### config.mk
export PLATFORM = sky130hd
export DESIGN_NAME = energy_pulse_gen
export DESIGN_NICKNAME = d
export VERILOG_FILES = /design/src/rtl/epg_pkg.sv /design/src/rtl/epg_accum.sv /design/src/rtl/epg_fine.sv /design/src/rtl/epg_coarse.sv /design/src/rtl/energy_pulse_gen.sv
export SDC_FILE = /design/constraint.sdc
export NUM_CORES = 1
export LEC_CHECK = 0
export BUFFER_PORTS_ARGS = -buffer_cell sky130_fd_sc_hd__buf_4
export CAP_MARGIN = 20
export CORE_MARGIN = 5
export CORE_UTILIZATION = 60
export CTS_CLUSTER_SIZE = 16
export DETAILED_ROUTE_END_ITERATION = 10
export PLACE_DENSITY_LB_ADDON = 0.25
export SYNTH_ARGS = -nofsm -noshare
export SYNTH_HDL_FRONTEND = slang
export SYNTH_SLANG_ARGS = --single-unit
### constraint.sdc
create_clock -name clk_i -period 3.2 [get_ports clk_i]
set_clock_uncertainty 0.05 [all_clocks]
set_input_delay 0.64 -clock clk_i [delete_from_list [all_inputs] [get_ports clk_i]]
set_output_delay 0.64 -clock clk_i [all_outputs]
set_load 0.005 [all_outputs]
### src/rtl/epg_pkg.sv
package epg_pkg;
  typedef enum logic [1:0] {
    ACT_HOLD  = 2'd0,
    ACT_BLANK = 2'd1,
    ACT_START = 2'd2,
    ACT_TICK  = 2'd3
  } act_e;
endpackage

### src/rtl/epg_accum.sv
module epg_accum #(
  parameter int ACC_W = 32
) (
  input  logic             clk_i,
  input  logic             rst_ni,
  input  logic             strobe_i,
  input  logic [ACC_W-1:0] incr_i,
  output logic             carry_o,
  output logic             msb_o
);
  logic [ACC_W-1:0] acc_q;
  logic [ACC_W:0]   sum;

  assign sum     = {1'b0, acc_q} + {1'b0, incr_i};
  assign carry_o = sum[ACC_W];
  assign msb_o   = sum[ACC_W-1];

  always_ff @(posedge clk_i or negedge rst_ni) begin
    if (!rst_ni)       acc_q <= '0;
    else if (strobe_i) acc_q <= sum[ACC_W-1:0];
  end
endmodule

### src/rtl/epg_fine.sv
module epg_fine #(
  parameter int PRESCALE = 8
) (
  input  logic clk_i,
  input  logic rst_ni,
  input  logic load_i,
  input  logic step_i,
  output logic wrap_o
);
  localparam int FINE_W = $clog2(PRESCALE + 1);
  logic [FINE_W-1:0] fine_q;

  // zero after reset behaves as terminal
  assign wrap_o = step_i && (fine_q <= FINE_W'(1));

  always_ff @(posedge clk_i or negedge rst_ni) begin
    if (!rst_ni)                 fine_q <= '0;
    else if (load_i || wrap_o)   fine_q <= FINE_W'(PRESCALE);
    else if (step_i)             fine_q <= fine_q - FINE_W'(1);
  end
endmodule

### src/rtl/epg_coarse.sv
module epg_coarse #(
  parameter int WIDTH_W = 8
) (
  input  logic               clk_i,
  input  logic               rst_ni,
  input  logic               load_i,
  input  logic [WIDTH_W-1:0] width_i,
  input  logic               tick_i,
  output logic               expire_o
);
  logic [WIDTH_W-1:0] coarse_q;

  assign expire_o = tick_i && (coarse_q == WIDTH_W'(1));

  always_ff @(posedge clk_i or negedge rst_ni) begin
    if (!rst_ni)                          coarse_q <= '0;
    else if (load_i)                      coarse_q <= width_i;
    else if (tick_i && (coarse_q != '0))  coarse_q <= coarse_q - WIDTH_W'(1);
  end
endmodule

### src/rtl/energy_pulse_gen.sv
module energy_pulse_gen #(
  parameter int ACC_W    = 32,
  parameter int WIDTH_W  = 8,
  parameter int PRESCALE = 8
) (
  input  logic               clk_i,
  input  logic               rst_ni,
  input  logic               strobe_i,
  input  logic [ACC_W-1:0]   incr_i,
  input  logic [WIDTH_W-1:0] width_i,
  output logic               pulse_o
);
  import epg_pkg::*;

  logic carry, msb, wrap, expire, pulse_q;
  act_e act;

  always_comb begin
    if (!strobe_i)  act = ACT_HOLD;
    else if (msb)   act = ACT_BLANK;
    else if (carry) act = ACT_START;
    else            act = ACT_TICK;
  end

  epg_accum #(.ACC_W(ACC_W)) u_accum (
    .clk_i, .rst_ni, .strobe_i, .incr_i,
    .carry_o(carry), .msb_o(msb)
  );

  epg_fine #(.PRESCALE(PRESCALE)) u_fine (
    .clk_i, .rst_ni,
    .load_i(act == ACT_START),
    .step_i(act == ACT_TICK),
    .wrap_o(wrap)
  );

  epg_coarse #(.WIDTH_W(WIDTH_W)) u_coarse (
    .clk_i, .rst_ni,
    .load_i(act == ACT_START),
    .width_i,
    .tick_i(wrap),
    .expire_o(expire)
  );

  always_ff @(posedge clk_i or negedge rst_ni) begin
    if (!rst_ni) pulse_q <= 1'b0;
    else begin
      unique case (act)
        ACT_BLANK: pulse_q <= 1'b0;
        ACT_START: pulse_q <= (width_i != '0);
        ACT_TICK:  if (expire) pulse_q <= 1'b0;
        default:   pulse_q <= pulse_q;
      endcase
    end
  end

  assign pulse_o = pulse_q;
endmodule

## After elaboration in Yosys (flattened, before gate mapping)

Cells that the tools add are included.

| storage, ports and cells | value |
|---|---|
| register bits after elaboration | 45 |
| output and inout port bits | 1 |

| cells by class | value |
|---|---|
| add/sub/neg operators | 3 |
| reduce and logical (&&, ||, !) cells | 10 |
| $lt $le $gt $ge | 1 |
| multiplexer cells | 9 |
| equal/unequal tests | 5 |

Operators by type and width:

| operator | number |
|---|---|
| $add 32x32->33 | 1 |
| $mux 8 | 2 |
| $reduce_bool 8->1 | 2 |
| $eq 8x1->1 const B | 1 |
| $mux 4 | 2 |
| $sub 8x1->8 const B | 1 |
| $eq 2x2->1 const B | 2 |
| $le 4x1->1 const B | 1 |
| $mux 2 | 2 |
| $reduce_bool 2->1 | 2 |
| $sub 4x1->4 const B | 1 |
| $logic_and 1x1->1 | 3 |
| $pmux 1 s3 | 1 |
| $reduce_bool 3->1 | 1 |
| $eq 2x1->1 const B | 1 |
| $mux 1 | 2 |
| $ne 2x2->1 const B | 1 |
| $reduce_and 2->1 | 1 |
| $logic_or 1x1->1 | 1 |

## Depth between registers and ports, before layout

Gate-level depths: netlist of the first run.

| logic depth | value |
|---|---|
| depth after elaboration | 9 |
| mapped depth | 11 |

## Cells and area by module

A second synthesis of the first run with hierarchy kept.

| second synthesis, totals | value |
|---|---|
| cell total of the unflattened synthesis | 477 |
| area, all modules | 4107.7 um^2 |

Modules (own cells, without submodules):

| module | area an instance (um^2) | instances | cells an instance | sequential area each (um^2) |
|---|---|---|---|---|
| epg_accum | 3214.3 | 1 | 379 | 800.8 |
| epg_coarse | 570.5 | 1 | 64 | 200.2 |
| epg_fine | 236.5 | 1 | 26 | 100.1 |
| energy_pulse_gen | 86.3 | 1 | 8 | 25.0 |

## Worst setup path after synthesis of the first run

OpenSTA, ideal clock, no wires.

| timing | value |
|---|---|
| path kind | input to register |
| start point | input incr_i[0] |
| end point | register u_coarse.coarse_q[3] |
| library setup time | 0.129 ns |
| buffers on the path | 1 |
| path slack | 0.177 ns |
| data required time | 3.021 ns |
| arrival | 2.844 ns |
| stages on the path | 11 |
| cells stage by stage | ha_1 fa_1 a211oi_2 o21ai_2 o211ai_2 nand4_2 a311o_4 nand2_4 buf_12 mux2i_1 o22ai_2 |

| between the ends | value |
|---|---|
| longest elaborated chain between the ends | 8 |
| elaborated cells on any way between the ends | 10 |
| classes of those cells | 1 x add/sub; 2 x eq/ne; 4 x mux; 3 x reduce/logical |

RTL lines:

| element | line | RTL |
|---|---|---|
| from (decl) | energy_pulse_gen.sv:9 | `input logic [ACC_W-1:0] incr_i,` |
| $add 32x32->33 (*) | epg_accum.sv:14 | `assign sum = {1'b0, acc_q} + {1'b0, incr_i};` |
| $mux 1 | energy_pulse_gen.sv:21 | `else if (carry) act = ACT_START;` |
| $mux 2 (*) | energy_pulse_gen.sv:20 | `else if (msb) act = ACT_BLANK;` |
| $mux 2 (*) | energy_pulse_gen.sv:19 | `if (!strobe_i) act = ACT_HOLD;` |
| $eq 2x2->1 | energy_pulse_gen.sv:33 | `.step_i(act == ACT_TICK),` |
| $logic_and 1x1->1 | epg_fine.sv:14 | `assign wrap_o = step_i && (fine_q <= FINE_W'(1));` |
| $logic_and 1x1->1 | epg_coarse.sv:18 | `else if (tick_i && (coarse_q != '0)) coarse_q <= coarse_q - WIDTH_W'(1);` |
| $reduce_bool 2->1 (no line) | - |  |
| to (signal assigned) | epg_coarse.sv:17 | `else if (load_i) coarse_q <= width_i;` |
| to (signal assigned) | epg_coarse.sv:18 |  |
| to (decl) | epg_coarse.sv:11 | `logic [WIDTH_W-1:0] coarse_q;` |

Mark *: on every way between the ends. The rest lies on a longest branch, timed or not.
A chain may end at the register's enable or synchronous reset.

## Final worst setup path of the first run

Same ends and word-level chain as after synthesis.

==> results of run 1 <==
sequential cells by signal (all words and copies together), names as in the netlist:
name,count
u_fine.fine_q,4
pulse_o,1
u_coarse.coarse_q,8
u_accum.acc_q,32
worst register-to-register path, stage by stage (launching register included):
cell      delay [ns]
dfrtp_1         0.39
ha_1            0.21
fa_1            0.44
a211oi_2        0.23
o21ai_2         0.10
o211ai_2        0.19
nand4_2         0.15
a311o_4         0.44
nand2_4         0.18
mux2i_1         0.27
o22ai_2         0.10
power breakdown:
| part | internal (mW) | switching (mW) | total (mW) | leakage (nW) |
|---|---|---|---|---|
| Clock | 0.315 | 0.219 | 0.533 | 0.0687 |
| Combinational | 1.52 | 1.76 | 3.29 | 1.44 |
| Sequential | 0.868 | 0.208 | 1.08 | 0.534 |
kinds of logic (layout without fill, tap and decap cells):
logic type,after synthesis,after routing,share of synthesized area [%]
DFF,45,45,28.4
buffers and inverters,30,78,3.57
xor gates and xnor gates,28,28,6.19
AOI/OAI and AO/OA,136,136,24.5
and+or+nand+nor,117,117,14.7
muxes,37,37,10.4
adders and majority gates,38,38,12.2
area by class of cell:
class                   instances  area (um^2)  area share [%]
well taps                      77         96.3            2.13
inverters                      18         67.6            1.50
multi-input cells             356         2700            59.7
clock inverters                 3         68.8            1.52
clock buffers                   5         68.8            1.52
repair buffers                 52          390            8.65
flip-flops and latches         45         1130            24.9
layout by cell type, fill, tap and decap left out, drive strengths merged, types with 9 or more instances in the layout:
master | Yosys | routed
a21o | 15 | 15
a21oi | 38 | 38
buf | 5 | 52
dfrtp | 45 | 45
ha | 37 | 37
inv | 18 | 19
mux2 | 28 | 28
mux2i | 9 | 9
nand2 | 29 | 29
nand3 | 12 | 12
nor2 | 33 | 33
nor3 | 12 | 12
o211ai | 11 | 11
o21ai | 29 | 29
xnor2 | 19 | 19
xor2 | 9 | 9
routing by layer:
layer / vias to the layer above / wire [um] / track usage [%]
li1: 1689 / - / -
met1: 1661 / 3900 / 27.0
met2: 80 / 4610 / 38.5
met3: 12 / 394 / 4.30
met4: 0 / 108 / 5.50
met5: - / 0 / 0
worst paths after layout:
path | from | end | slack [ns]
worst max register to register | u_accum.acc_q[0] | u_coarse.coarse_q[3] | 0.34
worst min-delay path | rst_ni | u_accum.acc_q[23] | 0.28
worst max-delay path | incr_i[0] | u_coarse.coarse_q[3] | 0.28
min in group clk_i | u_accum.acc_q[15] | u_accum.acc_q[15] | 0.47
max in group asynchronous | rst_ni | u_accum.acc_q[3] | 2.39
worst min register to register | u_accum.acc_q[15] | u_accum.acc_q[15] | 0.47
==> flow_summary.ini, run 1 <==
[run_status]
status = completed

[global_route]
grt_pass1_vias = 3521
grt_start_max_net_pins = 46
grt_pass1_wl_um = 15500
grt.overflow.total = 0
grt_antenna_before_repair = 0
grt_util_all_layers_pct = 21.7

[setup_path]
cp_max_fo = 13
cp.required_ns = 3.34
crit_chain = buf_4, ha_1, fa_1, a211oi_2, o21ai_2, o211ai_2, nand4_2, a311o_4, nand2_4, mux2i_1, o22ai_2
cp.depth = 11
start_kind = input port
endpoint_kind = flop
path_buf_inv = 1
slowest_delay_ns = 0.44
critPathArrivalTime_ns = 3.06
rr_worst_depth = 10
cp_top_family = compound AO/OA/AOI/OAI gates
critPathKind = input port to flop
crit_slowest_cell = fa_1

[timing]
layout_worst_path_cycle_share_pct = 91.2
fmax_ghz = 0.343
setup_viol = 0
holdWs_ns = 0.280
hold_violations = 0
setup_slack_ns = 0.281
slew_headroom_pct = 59.2
final.min_clock_period_ns = 2.92
slew_violations = 0
rsz0062_at_grt = no
tightest_slew_ns = 0.612
tns_ns = 0

[power_and_ir_drop]
total_power_mw = 4.90
powerDensity_nw_per_um2 = 1080
vdd_ir_drop_max_mv = 0.589
p_leak_nw = 2.04

[clock_tree]
cts-buffers-inserted = 5
cts_tree = built
clkTransAtPathRegs_ns = 0.10
worst_skew_pair.late_latency_ns = 0.31
cts_resized = 0
clockBufferDepth = 2
post_cts_buffers = 0
htreeDepth = 2
cts-root-buf = clkbuf_8
cts_num_sinks = 45
cts_hold_buf = 0

[layout]
drive_gt1_share_pct = 24.0
fillers = 520
instances_no_fill = 556
fin_area_um2 = 4510
fin_nets = 559
postLayoutCoreUtil_pct = 70.7
syn_to_final_growth_pct = 13.9
diodes = 0

[synth]
ys_warn_count = 0
synthTopCellsByArea = dfrtp_1, ha_1, mux2_2, a21oi_1, xnor2_1
synth_top_area_share_pct = 28.4
synth_area_um2 = 3960
dominantRegCellSynth = dfrtp_1
synth_fp_nets = 512
ys_seq_elements = 45
ys_top_cells_by_count = dfrtp_1, a21oi_1, ha_1
syn_avg_cell_area_um2 = 9.20
synth_edf_count = 0
yosysMostFrequentCell = dfrtp_1
async_flop_share_pct = 100
ys_seq_area_share_pct = 28.4
yosysUniqueCellTypes = 68
synth_cells = 431
yosys.area.top_type = dfrtp_1

[floorplanning]
initial_core_util_pct = 62.1
rows = 29
die-area_um2 = 8330
dieWidth_um = 91.3
die_y_um = 91.3
coreArea_um2 = 6390
pin_count = 44

[placement]
place_ws_ns = -0.0395
dp.cells = 548
port_buffers = 43
dpl_cell_area_um2 = 4380
hpwl_um = 6910
gp_congestion = 0.876

[drt]
post-route-drc-count = 0
ant_nets = 0
first_iter_violations = 179
drt_first_pass_iters = 4
wl_per_cell_um = 16.2
via_per_inst = 6.19
vias = 3442
totalWireLength_um = 9010

[worst_hold_path]
hp-class = input port to asynchronous set/reset pin

[flow_run]
maxCapViolations = 0
No activity file was read; power rests on OpenSTA's default activity.
==> run 2: changes to the inputs <==
CORE_MARGIN = 2   (was 5)
==> run 2 against run 1 <==
  * Sequential power is essentially flat
  * Utilization decreased by 0.18 points
  * Final area decreased by 0.25%
==> flow_summary.ini, run 2 (synthesis gave the netlist of run 1 again) <==
[floorplanning]
rows = 29
dieWidth_um = 85.3
die_y_um = 85.3
initial_core_util_pct = 62.1
die-area_um2 = 7270
pin_count = 44
coreArea_um2 = 6390

[layout]
top_regs = u_accum.acc_q: 32 flops, u_coarse.coarse_q: 8 flops, u_fine.fine_q: 4 flops
diodes = 0
fin_nets = 558
instances_no_fill = 555
largest_register_ffs = 32
final_common_cell = buf_4
mostFrequentLayoutCells = buf_4, dfrtp_1, a21oi_1, ha_1, nor2_1
syn_to_final_growth_pct = 13.6
drive_gt1_share_pct = 23.8
regMostFlops = u_accum.acc_q

[power_and_ir_drop]
p_comb_share_pct = 67.1
clock_power_share_pct = 10.8
total_power_mw = 4.87
vdd_ir_drop_max_mv = 0.570
switching_share_pct = 44.7
p_sw_mw = 2.18
p_leak_nw = 2.04
p_int_mw = 2.69
powerDensity_nw_per_um2 = 1080
p_seq_share_pct = 22.1

[timing]
tightest_slew_ns = 0.607
fmax_ghz = 0.345
hold_violations = 0
rsz0062_at_grt = no
slew_violations = 0
setup_viol = 0
final.min_clock_period_ns = 2.90
setup_slack_ns = 0.301
layout_worst_path_cycle_share_pct = 90.6
tns_ns = 0
slew_headroom_pct = 59.6

[clock_tree]
cts_tree = built
cts_resized = 0
cts-root-buf = clkbuf_8
post_cts_buffers = 0
clockBufferDepth = 2
cts_hold_buf = 0
worst_skew_pair.late_latency_ns = 0.30
htreeDepth = 2
cts-buffers-inserted = 5
clkTransAtPathRegs_ns = 0.10
cts_num_sinks = 45

[drt]
vias = 3430
totalWireLength_um = 8780
first_iter_violations = 186
drt_first_pass_iters = 4
ant_nets = 0
via_per_inst = 6.18
wl_per_cell_um = 15.8
post-route-drc-count = 0

[setup_path]
crit_chain = buf_4, ha_1, fa_1, a211oi_2, o21ai_2, o211ai_2, nand4_2, a311o_4, nand2_4, mux2i_1, o22ai_2
critPathKind = input port to flop
slowest_delay_ns = 0.44
crit_slowest_cell = fa_1
path_buf_inv = 1
cp_top_family = compound AO/OA/AOI/OAI gates
cp.required_ns = 3.34
endpoint_kind = flop
cp_max_fo = 13
start_kind = input port
critPathArrivalTime_ns = 3.03

[placement]
place_ws_ns = -0.00975
gp_congestion = 0.859
hpwl_um = 6630
port_buffers = 43
dp.cells = 547

[global_route]
grt.overflow.total = 0
grt_util_all_layers_pct = 25.1
grt_pass1_vias = 3320
grt_antenna_before_repair = 0
grt_pass1_wl_um = 15000
grt_start_max_net_pins = 46

[flow_run]
maxCapViolations = 0

[worst_hold_path]
hp-class = input port to asynchronous set/reset pin

[run_status]
status = completed
[run 2: area by class of cell]
cell class	count	area, um^2
Clock buffer	5	68.8
Fill cell	514	1880
Timing Repair Buffer	51	383
Tap cell	77	96.3
Inverter	18	67.6
Clock inverter	3	65.1
Multi-Input combinational cell	356	2700
Sequential cell	45	1130
[run 2: power groups by stage]
stage,registers (mW),clock network (mW),logic [mW]
finish,1.07,0.524,3.27
global placement,1.07,0,3.11
floorplan,1.03,0,2.65
global route,1.12,0.561,3.63
CTS,1.07,0.530,3.25
detailed placement,1.08,0,3.22
[run 2: final timing paths]
| kind | start | to | slack [ns] | cells past startpoint |
|---|---|---|---|---|
| hold reg to reg | u_accum.acc_q[7] | u_accum.acc_q[7] | 0.47 | 1 |
| setup reg to reg | u_accum.acc_q[0] | u_coarse.coarse_q[3] | 0.37 | 10 |
| setup / recovery | incr_i[0] | u_coarse.coarse_q[3] | 0.30 | 11 |
| max in group asynchronous | rst_ni | u_fine.fine_q[0] | 2.39 | 1 |
| min in group clk_i | u_accum.acc_q[7] | u_accum.acc_q[7] | 0.47 | 1 |
| hold / removal | rst_ni | u_accum.acc_q[17] | 0.30 | 1 |
[run 2: through the flow]
step	hold WS, ns	utilization, %	cell area (um^2)
global placement	0.443	68.4	4370
global route	0.340	70.5	4500
floorplan	0.294	-	3960
detailed placement	0.452	68.4	4370
finish	0.300	70.5	4500
CTS	0.324	70.5	4500
[run 2: per-layer routing]
| metal | part of all wire (%) | global-route usage, % | wire length [um] |
|---|---|---|---|
| met3 | 3.0 | 3.60 | 264 |
| met2 | 50 | 44.4 | 4350 |
| met5 | 0 | 0 | 0 |
| met4 | 1.7 | 6.78 | 146 |
| met1 | 46 | 32.0 | 4020 |
==> run 3: changes to the inputs <==
MAX_ROUTING_LAYER = met4   (was unset)
==> run 3 against run 2 <==
  * Fmax rose by 0.15%
  * Combinational power barely moved
  * Wire length barely moved
  * Critical endpoint unchanged
==> flow_summary.ini, run 3 (synthesis gave the netlist of run 1 again) <==
[drt]
via_per_inst = 6.16
first_iter_violations = 186
post-route-drc-count = 0
ant_nets = 0
wl_per_cell_um = 15.8
drt_first_pass_iters = 4
totalWireLength_um = 8790
vias = 3418

[global_route]
top_usage_layer = met2
met2_usage_pct = 44.3
grt_pass1_wl_um = 15000
grt_antenna_before_repair = 0
grt_start_max_net_pins = 46
met3_usage_pct = 3.60
grt.overflow.total = 0
grt_util_met1_pct = 32.2
grt_pass1_vias = 3322
grt_util_all_layers_pct = 25.9

[setup_path]
cp_max_fo = 13
critPathArrivalTime_ns = 3.03
cp.required_ns = 3.34
start_kind = input port
r2r_end = u_coarse.coarse_q[3]
rrSetupSlack_ns = 0.37
rr_startpoint = u_accum.acc_q[0]
slowest_delay_ns = 0.44
critPathKind = input port to flop
rr_worst_depth = 10
crit_chain = buf_4, ha_1, fa_1, a211oi_2, o21ai_2, o211ai_2, nand4_2, a311o_4, nand2_4, mux2i_1, o22ai_2
endpoint_kind = flop
crit_slowest_cell = fa_1

[timing]
rsz0062_at_grt = no
slew_headroom_pct = 59.0
final.min_clock_period_ns = 2.89
tightest_slew_ns = 0.615
slew_violations = 0
hold_violations = 0
layout_worst_path_cycle_share_pct = 90.5
setup_viol = 0
fmax_ghz = 0.345
setup_slack_ns = 0.305

[floorplanning]
initial_core_util_pct = 62.1
coreArea_um2 = 6390
die_y_um = 85.3
die-area_um2 = 7270
pin_count = 44
rows = 29
dieWidth_um = 85.3

[clock_tree]
htreeDepth = 2
clkTransAtPathRegs_ns = 0.10
cts-root-buf = clkbuf_8
post_cts_buffers = 0
worst_skew_pair.late_latency_ns = 0.30
cts_tree = built
clockBufferDepth = 2
cts_hold_buf = 0
cts_resized = 0
cts_num_sinks = 45
cts-buffers-inserted = 5

[power_and_ir_drop]
p_seq_share_pct = 22.1
p_sw_mw = 2.18
vdd_ir_drop_max_mv = 0.569
clock_power_share_pct = 10.8
p_comb_share_pct = 67.1
switching_share_pct = 44.7
p_int_mw = 2.69
p_leak_nw = 2.04
powerDensity_nw_per_um2 = 1080

[layout]
syn_to_final_growth_pct = 13.6
mostFrequentLayoutCells = buf_4, dfrtp_1, a21oi_1, ha_1, nor2_1
diodes = 0
regMostFlops = u_accum.acc_q
top_regs = u_accum.acc_q: 32 flops, u_coarse.coarse_q: 8 flops, u_fine.fine_q: 4 flops
fin_nets = 558
final_common_cell = buf_4
drive_gt1_share_pct = 23.8
largest_register_ffs = 32
instances_no_fill = 555
postLayoutCoreUtil_pct = 70.5

[flow_run]
maxCapViolations = 0

[placement]
dp.cells = 547
port_buffers = 43
hpwl_um = 6630
place_ws_ns = -0.00975
gp_congestion = 0.873

[worst_hold_path]
hp-class = input port to asynchronous set/reset pin

[run_status]
status = completed
[run 3: cell counts in the layout (fill, tap and decap cells not counted)]
Identical to the previous run, type by type.
[run 3: metrics by stage]
stage | area (um^2) | hold slack, ns | power [mW] | TNS, ns
after floorplan | 3960 | 0.294 | 3.68 | 0
after global placement | 4370 | 0.443 | 4.17 | 0
after detailed placement | 4370 | 0.452 | 4.30 | -0.00975
after CTS | 4500 | 0.324 | 4.85 | 0
after global routing | 4500 | 0.340 | 5.31 | 0
final | 4500 | 0.293 | 4.87 | 0
[run 3: worst max-delay path by stage]
stage,depth (start not counted),end,from
after floorplan,11,u_coarse.coarse_q[3],incr_i[0]
after global placement,11,u_coarse.coarse_q[6],incr_i[0]
after detailed placement,11,u_coarse.coarse_q[3],incr_i[0]
after CTS,11,u_coarse.coarse_q[3],incr_i[0]
after global routing,11,u_coarse.coarse_q[3],incr_i[0]
final,11,u_coarse.coarse_q[3],incr_i[0]
[run 3: power by group through the flow]
stage	Combinational, mW	Sequential, mW	Clock [mW]
6_report	3.27	1.08	0.525
5_1_grt	3.63	1.12	0.561
4_1_cts	3.25	1.07	0.530
3_5_place_dp	3.22	1.08	0
3_3_place_gp	3.11	1.07	0
2_1_floorplan	2.65	1.03	0
[run 3: area by class of cell]
type / instances / area, um^2
flip-flops and latches: 45 / 1130
well taps: 77 / 96.3
inverters: 18 / 67.6
clock inverters: 3 / 65.1
fillers: 514 / 1880
multi-input cells: 356 / 2700
repair buffers: 51 / 383
clock buffers: 5 / 68.8
[run 3: critical path: cells and delay by family]
family	cells	cell delay [ns]
compound gates	5	1.05
fa+ha+maj	2	0.66
simple gates	2	0.32
mux	1	0.26
buf+inv	1	0.11
[run 3: metal layers]
layer	vias up	wire, um
li1	1701	-
met1	1624	3970
met2	81	4390
met3	12	296
met4	0	127
met5	-	0
